$ cat config.mk
export PLATFORM = sky130hd
export DESIGN_NAME = rs_syndrome
export DESIGN_NICKNAME = d
export VERILOG_FILES = /design/src/rtl/rs_syndrome.sv
export SDC_FILE = /design/constraint.sdc
export NUM_CORES = 1
export LEC_CHECK = 0
export BUFFER_PORTS_ARGS = -buffer_cell sky130_fd_sc_hd__buf_4
export CORE_ASPECT_RATIO = 0.5
export CORE_UTILIZATION = 45
export CTS_CLUSTER_SIZE = 24
export DETAILED_ROUTE_END_ITERATION = 10
export GPL_TIMING_DRIVEN = 0
export PLACE_DENSITY = 0.74
export SYNTH_ARGS = -nofsm -noshare
export SYNTH_HDL_FRONTEND = slang
export SYNTH_SLANG_ARGS = --single-unit
$ cat constraint.sdc
create_clock -name clk -period 3.1 [get_ports clk]
set_input_delay 0.31 -clock clk [delete_from_list [all_inputs] [get_ports clk]]
set_output_delay 0.31 -clock clk [all_outputs]
set_load 0.01 [all_outputs]
$ cat src/rtl/rs_syndrome.sv
module rs_syndrome #(
  parameter int SYM_W      = 8,
  parameter int N          = 204,
  parameter int K          = 188,
  parameter int FIELD_POLY = 285,
  parameter int ROOT_START = 0,
  parameter int ROOT_STEP  = 1,
  parameter int SYNC_MODE  = 0
) (
  input  logic                       clk,
  input  logic                       rst_n,
  input  logic                       srst,
  input  logic                       ce,
  input  logic                       sync,
  input  logic [SYM_W-1:0]           sym_in,
  output logic [(N-K)*SYM_W-1:0]     synd,
  output logic                       done,
  output logic                       zero
);
  localparam int NSYN = N - K;
  localparam int CW   = $clog2(N + 1);
  localparam int Q    = (1 << SYM_W) - 1;
  localparam logic [SYM_W-1:0] POLY_LO = SYM_W'(FIELD_POLY);

  function automatic logic [SYM_W-1:0] gf_mul(input logic [SYM_W-1:0] a, input logic [SYM_W-1:0] b);
    logic [SYM_W-1:0] p, x;
    p = '0;
    x = a;
    for (int i = 0; i < SYM_W; i++) begin
      if (b[i]) p = p ^ x;
      x = x[SYM_W-1] ? ((x << 1) ^ POLY_LO) : (x << 1);
    end
    return p;
  endfunction

  function automatic int root_exp(input int j);
    return ((ROOT_STEP % Q) * ((ROOT_START + j) % Q)) % Q;
  endfunction

  function automatic logic [SYM_W-1:0] alpha_pow(input int e);
    logic [SYM_W-1:0] r;
    r = SYM_W'(1);
    for (int i = 0; i < e; i++) r = gf_mul(r, SYM_W'(2));
    return r;
  endfunction

  logic [SYM_W-1:0] acc [NSYN];
  logic [SYM_W-1:0] nxt [NSYN];
  logic [NSYN*SYM_W-1:0] nxt_flat;
  logic [CW-1:0] cnt;
  logic busy, sync_q;

  logic new_blk, take, fin;
  assign new_blk = (SYNC_MODE == 0) ? sync : (!busy && sync && !sync_q);
  assign take    = ce && (busy || new_blk);
  assign fin     = ce && busy && !new_blk && (cnt == CW'(N - 1));

  for (genvar j = 0; j < NSYN; j++) begin : g_root
    localparam logic [SYM_W-1:0] MULT = alpha_pow(root_exp(j));
    assign nxt[j] = new_blk ? sym_in : (gf_mul(acc[j], MULT) ^ sym_in);
    assign nxt_flat[j*SYM_W +: SYM_W] = nxt[j];
  end

  always_ff @(posedge clk or negedge rst_n) begin
    if (!rst_n) begin
      for (int j = 0; j < NSYN; j++) acc[j] <= '0;
      cnt    <= '0;
      busy   <= 1'b0;
      sync_q <= 1'b0;
      synd   <= '0;
      zero   <= 1'b0;
      done   <= 1'b0;
    end else begin
      done <= 1'b0;
      if (ce) begin
        sync_q <= sync;
        if (srst) begin
          for (int j = 0; j < NSYN; j++) acc[j] <= '0;
          cnt  <= '0;
          busy <= 1'b0;
          synd <= '0;
          zero <= 1'b0;
        end else if (fin) begin
          for (int j = 0; j < NSYN; j++) acc[j] <= '0;
          cnt  <= '0;
          busy <= 1'b0;
          synd <= nxt_flat;
          zero <= ~|nxt_flat;
          done <= 1'b1;
        end else if (take) begin
          for (int j = 0; j < NSYN; j++) acc[j] <= nxt[j];
          cnt  <= new_blk ? CW'(1) : cnt + CW'(1);
          busy <= 1'b1;
        end
      end
    end
  end
endmodule


==> metrics.md, run 1 <==
| Metric | Value |
|---|---|
| Status | `finished, violations left` |
| Violated checks | `negative setup slack` |
| Hold endpoint | `done$_DFF_PN0_` |
| Largest net degree at the start of global routing | `121` |
| End-of-flow core utilization | `54.50%` |
| Cell chain of the critical path | `clkbuf_1 -> xor2_1 -> xnor2_1 -> nor2_1 -> xnor2_2 -> nand4_1 -> or4_4 -> nor4_4 -> a32o_2` |
| HP Start | `sync` |
| I/O Pins | `143` |
| Final setup violation count | `1` |
| Detailed Route WL | `44350 um` |
| Gr usage total | `27.46%` |
| First-pass GRT wire length | `67520 um` |
| Post-DRT Antenna Nets | `0` |
| Post-Synthesis Cells | `1562` |
| Gr ovfl total | `0` |
| Worst rel slew slack | `19.82%` |
| Max-Cap Viols | `0` |
| Worst r2r src | `acc[111]$_DFFE_PN0P_` |
| Switching fraction of total power | `39.54%` |
| Dpl ws | `-0.4370 ns` |
| Drt first pass iters | `5` |
| NumNets Final | `1743` |
| Reg2reg setup slack | `-0.05 ns` |
| Area Growth Syn to Fin | `17.58%` |
| Initial antenna violation count | `0` |
| WP data required | `3.59 ns` |
| Netlist Area Pre-Place | `14250 sq um` |
| Worst R2R End | `zero$_DFFE_PN0P_` |
| CP Launch Type | `flip-flop` |
| CP max-delay cell | `or4_4` |
| TritonCTS sink count | `267` |
| Tcrit/Tclk final | `101.6%` |
| Routability congestion estimate | `1.003` |
| Drt wl/cell | `20.44 um` |
| Initial Util | `46.35%` |
| Distinct cells, synth | `52` |
| Pleak | `7.214 nW` |
| #FFs+latches synth | `267` |
| Worst-margin pin slew | `1.203 ns` |
| Post-layout min period | `3.148 ns` |
| Vias in the first global route | `11.46k` |
| Num CTS Buffers | `25` |
| Skew-Pair Late Insertion Delay | `0.55 ns` |
| Syn Nets | `1576` |
| Final-report hold violation count | `0` |
| Worst Skew | `0.01116 ns` |
| Layout fillers | `2794` |
| Ant diodes | `0` |
| Commonest non-fill, non-tap cell in the layout | `nand2_1` |
| Top area cells in the synthesized netlist | `dfrtp_1 47%, xnor2_1 15%, o21ai_0 8.9%` |
| H-tree depth | `1` |
| Maximum VDD drop | `0.0003613 V` |
| WHS Path Cells | `3` |
| Synth async-reset ratio | `100.0%` |
| Horiz. Die Dim | `253.7 um` |
| Hold slack | `0.1268 ns` |
| Synth Flop Type | `dfrtp_1` |
| Row cnt | `45` |
| DRT iter0 DRCs | `1358` |
| Die area | `32430 sq um` |
| Most frequent cells in the layout | `278 x nand2_1, 267 x dfrtp_1, 254 x o21ai_0` |
| HPWL Detailed | `31380 um` |
| Clk pwr share | `24.1%` |
| WP data arrival | `3.64 ns` |
| RSZ-0062 raised after global routing | `true` |
| Leading area contributor after synthesis | `dfrtp_1` |
| Part of the power in registers | `34.6%` |
| Die H | `127.8 um` |
| Cell-internal power | `8.068 mW` |
| Number of synthesis warnings | `0` |
| Reg clk slew, reported paths | `0.07 ns` |
| Element type at the critical path end | `flip-flop` |
| Vias | `12.02k` |
| Maximum buffer depth of the clock tree | `3` |
| Core area | `30740 sq um` |
| Max FO, Critical Path | `7` |
| WS Path Type | `flip-flop to flip-flop` |
| Post-synth top area share | `46.89%` |
| Pins Over Slew Limit | `0` |
| Comb power frac | `41.3%` |
| Hold Crit Class | `input port to flip-flop` |
| Share of cells above drive strength 1 | `12.82%` |
| Root buffer cell | `clkbuf_16` |
| Number of synthesized flops with an enable pin | `0` |
| Worst path max stage delay | `0.62 ns` |
| CTS tree | `built` |
| Seq/Total Area, Yosys | `46.89%` |
| Psw | `5.276 mW` |
| DRC viols | `0` |
| Via/cell ratio | `5.537` |
| Post-route setup slack | `-0.04824 ns` |
| FMAX | `317.6 MHz` |
| Syn Area/Cell | `9.123 sq um` |
| FF-to-FF path depth | `9` |
| Pwr per Cell Area | `796.4 nW/um^2` |
| Port bufs | `138` |
-- critical path: cells and delay by family, from the launching register on --
kind | cells | cell delay, ns
AO/OA/AOI/OAI | 1 | 0.23
XOR/XNOR | 3 | 0.77
buffers and inverters | 1 | 0.30
flip-flops | 1 | 0.32
AND/OR/NAND/NOR | 4 | 1.46
-- power by group through the flow --
stage               Combinational (mW)  Clock (mW)  Sequential (mW)
finish                            5.51        3.21             4.62
global route                      5.97        3.36             4.68
CTS                               5.42        3.21             4.60
detailed placement                5.37           0             4.64
global placement                  5.28           0             4.64
floorplan                         4.13           0             4.49
-- flip-flops by register name, summed over array words and instances (netlist names) --
register	cells
acc	128
synd	128
cnt	8
zero	1
done	1
busy	1
-- what timing repair did --
| item | in CTS | in global routing |
|---|---|---|
| setup buffers | 0 | 0 |
| hold buffers | 3 | 0 |
| setup endpoints to repair | 193 | 110 |
| endpoints found under the hold margin | 63 | 0 |
| gates resized for setup | 3 | 6 |
-- area by class of cell --
| cell class | count | area (sq um) | share of cell area, % |
|---|---|---|---|
| multi-input cells | 1181 | 7133 | 42.57 |
| flip-flops and latches | 267 | 6681 | 39.88 |
| repair buffers | 143 | 1129 | 6.736 |
| clock buffers | 36 | 726.9 | 4.339 |
| well taps | 423 | 529.3 | 3.159 |
| plain buffers | 110 | 450.4 | 2.688 |
| clock inverters | 9 | 101.3 | 0.6049 |
| inverters | 1 | 3.754 | 0.02240 |
-- metrics by stage --
step	instance area (sq um)	cells	TNS [ns]	power (mW)
final	16750	2170	-0.04824	13.34
after global routing	16750	2170	-0.1154	14.01
after CTS	16750	2171	0	13.23
after detailed placement	15880	2125	-16.41	10.01
after global placement	15820	2123	-148.19	9.920
after floorplan	14250	1562	0	8.616
-- worst max-delay path by stage --
stage                         start                    to  slack (ns)  cells after the start
2_1_floorplan   acc[15]$_DFFE_PN0P_      zero$_DFFE_PN0P_        0.79                      8
3_3_place_gp                  rst_n  synd[82]$_DFFE_PN0P_       -0.57                      1
3_5_place_dp                   sync      zero$_DFFE_PN0P_       -0.44                     10
4_1_cts        acc[111]$_DFFE_PN0P_      zero$_DFFE_PN0P_       0.003                      9
5_1_grt        acc[111]$_DFFE_PN0P_      zero$_DFFE_PN0P_       -0.12                      9
6_report       acc[111]$_DFFE_PN0P_      zero$_DFFE_PN0P_       -0.05                      9
-- metal layers --
metal  GRT usage [%]  part of all wire, %  wire (um)  up-vias
li1                -                    -          -     5511
met1           39.45                   43      19210     5889
met2           41.22                   44      19350      539
met3           7.310                   11       4759       76
met4           6.733                  2.3       1033        0
met5               0                    0          0        -
-- logic make-up after synthesis --
group | after synthesis | synth area share, %
XOR/XNOR | 321 | 20.13
flip-flops | 267 | 46.89
AO/OA/AOI/OAI | 322 | 12.36
AND/OR/NAND/NOR | 527 | 16.58
adder cells (fa/ha/maj) | 1 | 0.08779
multiplexers | 10 | 0.7025
buffers and inverters | 114 | 3.249
-- synthesized netlist by cell type (4+ instances only) --
| library cell | n |
|---|---|
| a21oi_1 | 8 |
| nand4_1 | 21 |
| xor2_1 | 66 |
| buf_1 | 10 |
| buf_2 | 22 |
| nand2b_1 | 8 |
| nor4_1 | 4 |
| nor2_1 | 118 |
| nor3_1 | 15 |
| o21ai_0 | 254 |
| nor4bb_1 | 8 |
| a31oi_1 | 10 |
| nand3_1 | 11 |
| and2_1 | 8 |
| mux2i_1 | 10 |
| xnor2_1 | 249 |
| or4_1 | 4 |
| nor2b_1 | 26 |
| dfrtp_1 | 267 |
| and4_1 | 5 |
| o31ai_1 | 37 |
| or2_2 | 4 |
| clkbuf_1 | 79 |
| nand2_1 | 278 |
Power figures use the tool's default switching activity.
==> run 2, diff against run 1 <==
Settings changed: CTS_BUF_LIST set to sky130_fd_sc_hd__clkbuf_8 sky130_fd_sc_hd__clkbuf_16, SETUP_SLACK_MARGIN set to 0.2.
==> run 2 against run 1 <==
  * The run now ends clean
  * Worst setup slack better by 0.19 ns
  * Global-route usage up 0.064 points
  * Die area unchanged
  * Worst hold slack better by 0.0040 ns
  * First-iteration DRC count rose by 2.8%
  * Non-clock buffer count is 6 higher
==> metrics.md, run 2 (synthesis gave the netlist of run 1 again) <==
| Metric | Value |
|---|---|
| Port bufs | `138 (unchanged)` |
| Reg clk slew, reported paths | `0.07 ns (about the same)` |
| CTS tree | `built` |
| Buffers & Inverters on Critical Path | `1 (unchanged)` |
| CP delay by family, top | `simple AND/OR/NAND/NOR gates` |
| Root buffer cell | `clkbuf_16` |
| Via/cell ratio | `5.520 (-0.30%)` |
| GRT met3 Usage | `7.127% (-0.18 points)` |
| DRT iter0 DRCs | `1396 (+2.8%)` |
| Comb power frac | `41.8% (+0.5 points)` |
| WP data arrival | `3.45 ns (-0.19 ns)` |
| First-pass GRT wire length | `67730 um (+0.31%)` |
| Die H | `127.8 um (unchanged)` |
| Post-layout min period | `2.957 ns (-0.1912 ns)` |
| Max-Cap Viols | `0 (unchanged)` |
| Grt met2 use | `41.31% (+0.081 points)` |
| RSZ-0062 raised after global routing | `true` |
| Switching fraction of total power | `39.63% (+0.089 points)` |
| HPWL Detailed | `31380 um (unchanged)` |
| Die area | `32430 sq um (unchanged)` |
| Worst r2r src | `acc[110]$_DFFE_PN0P_` |
| Horiz. Die Dim | `253.7 um (unchanged)` |
| Routability congestion estimate | `1.003 (unchanged)` |
| Worst Skew | `0.01137 ns (+0.0002167 ns)` |
| Maximum buffer depth of the clock tree | `3 (unchanged)` |
| H-tree depth | `1 (unchanged)` |
| Maximum VDD drop | `0.0003627 V (+0.39%)` |
| Gr usage total | `27.53% (+0.064 points)` |
| Initial antenna violation count | `0 (unchanged)` |
| Pwr per Cell Area | `796.5 nW/um^2 (about the same)` |
| Post-DRT Antenna Nets | `0 (unchanged)` |
| Hold Crit Class | `input port to flip-flop` |
| Detailed Route WL | `44510 um (+0.35%)` |
| Psw | `5.312 mW (+0.69%)` |
| Final cell count without fillers | `2177 (+0.32%)` |
| WP data required | `3.59 ns (about the same)` |
| Worst-margin pin slew | `1.203 ns (+0.0001432 ns)` |
| NumNets Final | `1749 (+0.34%)` |
| Skew-Pair Late Insertion Delay | `0.55 ns (about the same)` |
| Met1 Resource Use GR | `39.68% (+0.23 points)` |
| WS Path Type | `flip-flop to flip-flop` |
| FMAX | `338.2 MHz (+6.5%)` |
| I/O Pins | `143 (unchanged)` |
| Area Growth Syn to Fin | `18.12%` |
| Gr ovfl total | `0 (unchanged)` |
| Hold slack | `0.1309 ns (+0.004035 ns)` |
| Worst path max stage delay | `0.61 ns (about the same)` |
| Placed cell count | `2125 (unchanged)` |
| DRC viols | `0 (unchanged)` |
| HP Start | `sync` |
| CP max-delay cell | `or4_4` |
| Commonest non-fill, non-tap cell in the layout | `nand2_1` |
| Initial Util | `46.35% (unchanged)` |
| Row cnt | `45 (unchanged)` |
| Status | `finished clean` |
| Vias | `12.02k (+0.025%)` |
| Pleak | `7.274 nW (+0.84%)` |
| Num CTS Buffers | `25 (unchanged)` |
| Drt first pass iters | `8 (+3)` |
| Drt wl/cell | `20.44 um (about the same)` |
| Final-report hold violation count | `0 (unchanged)` |
| Vias in the first global route | `11.51k (+0.44%)` |
| Part of the power in registers | `34.4% (-0.2 points)` |
| Core area | `30740 sq um (unchanged)` |
| Cell chain of the critical path | `clkbuf_2 -> xor2_2 -> xnor2_1 -> nor2_1 -> xnor2_2 -> nand4_1 -> or4_4 -> nor4_4 -> a32o_2` |
| Share of cells above drive strength 1 | `13.46% (+0.64 points)` |
| Element type at the critical path end | `flip-flop` |
| Max FO, Critical Path | `7 (unchanged)` |
| Tcrit/Tclk final | `95.39% (-6.2 points)` |
| CP Launch Type | `flip-flop` |
| Largest net degree at the start of global routing | `121 (unchanged)` |
| Worst Setup SP | `acc[110]$_DFFE_PN0P_` |
| Pins Over Slew Limit | `0 (unchanged)` |
| Final setup violation count | `0 (-1)` |
| Worst rel slew slack | `19.81% (about the same)` |
| Cell-internal power | `8.094 mW (+0.32%)` |
| Grt peak-use layer | `met2` |
| Largest registers | `acc x128, synd x128, cnt x8` |
| Clk pwr share | `23.8% (-0.3 points)` |
| TritonCTS sink count | `267 (unchanged)` |
| Most frequent cells in the layout | `278 x nand2_1, 267 x dfrtp_1, 254 x o21ai_0` |
## run 2: per-layer routing
| metal | share of wire (%) | vias up |
|---|---|---|
| met5 | 0 | - |
| met4 | 2.3 | 0 |
| met3 | 11 | 79 |
| met2 | 44 | 557 |
| met1 | 43 | 5855 |
| li1 | - | 5527 |
## run 2: what timing repair did
item	CTS	global route
gates resized for setup	12	2
setup buffers	3	1
endpoints found under the hold margin	63	0
hold buffers	3	0
pin swaps	3	2
endpoints found under the setup margin	204	94
## run 2: final cells by class
class / instances / area (sq um)
multi-input cells: 1181 / 7167
diodes: 1 / 2.502
repair buffers: 147 / 1159
inverters: 1 / 3.754
flip-flops and latches: 267 / 6681
plain buffers: 112 / 461.7
clock buffers: 31 / 708.2
well taps: 423 / 529.3
clock inverters: 14 / 120.1
fillers: 2785 / 13910
## run 2: final timing paths
| kind | to | slack, ns | cells after the start |
|---|---|---|---|
| max in group asynchronous | synd[81]$_DFFE_PN0P_ | 1.84 | 3 |
| hold reg to reg | synd[26]$_DFFE_PN0P_ | 0.48 | 2 |
| min in group asynchronous | synd[23]$_DFFE_PN0P_ | 0.29 | 2 |
| setup reg to reg | zero$_DFFE_PN0P_ | 0.14 | 9 |
| setup / recovery | zero$_DFFE_PN0P_ | 0.14 | 9 |
| hold / removal | done$_DFF_PN0_ | 0.13 | 3 |
## run 2: metrics by stage
step | instance area (sq um) | setup TNS [ns] | util [%] | worst slack [ns] | power (mW)
6_report | 16830 | 0 | 54.75 | 0.1430 | 13.41
5_1_grt | 16830 | 0 | 54.75 | 0.07253 | 14.06
4_1_cts | 16810 | 0 | 54.68 | 0.2051 | 13.26
3_5_place_dp | 15880 | -16.41 | 51.65 | -0.4370 | 10.01
3_3_place_gp | 15820 | -148.19 | 51.44 | -0.5654 | 9.920
2_1_floorplan | 14250 | 0 | - | 0.7860 | 8.616
## run 2: power groups by stage
stage	clock (mW)	sequential [mW]	combinational, mW
detailed placement	0	4.64	5.37
global route	3.35	4.67	6.05
floorplan	0	4.49	4.13
global placement	0	4.64	5.28
CTS	3.19	4.59	5.48
finish	3.19	4.61	5.61
## run 2: worst min-delay path: stages
cell      delay (ns)
buf_4           0.10
nand4b_1        0.16
nor3_1          0.07
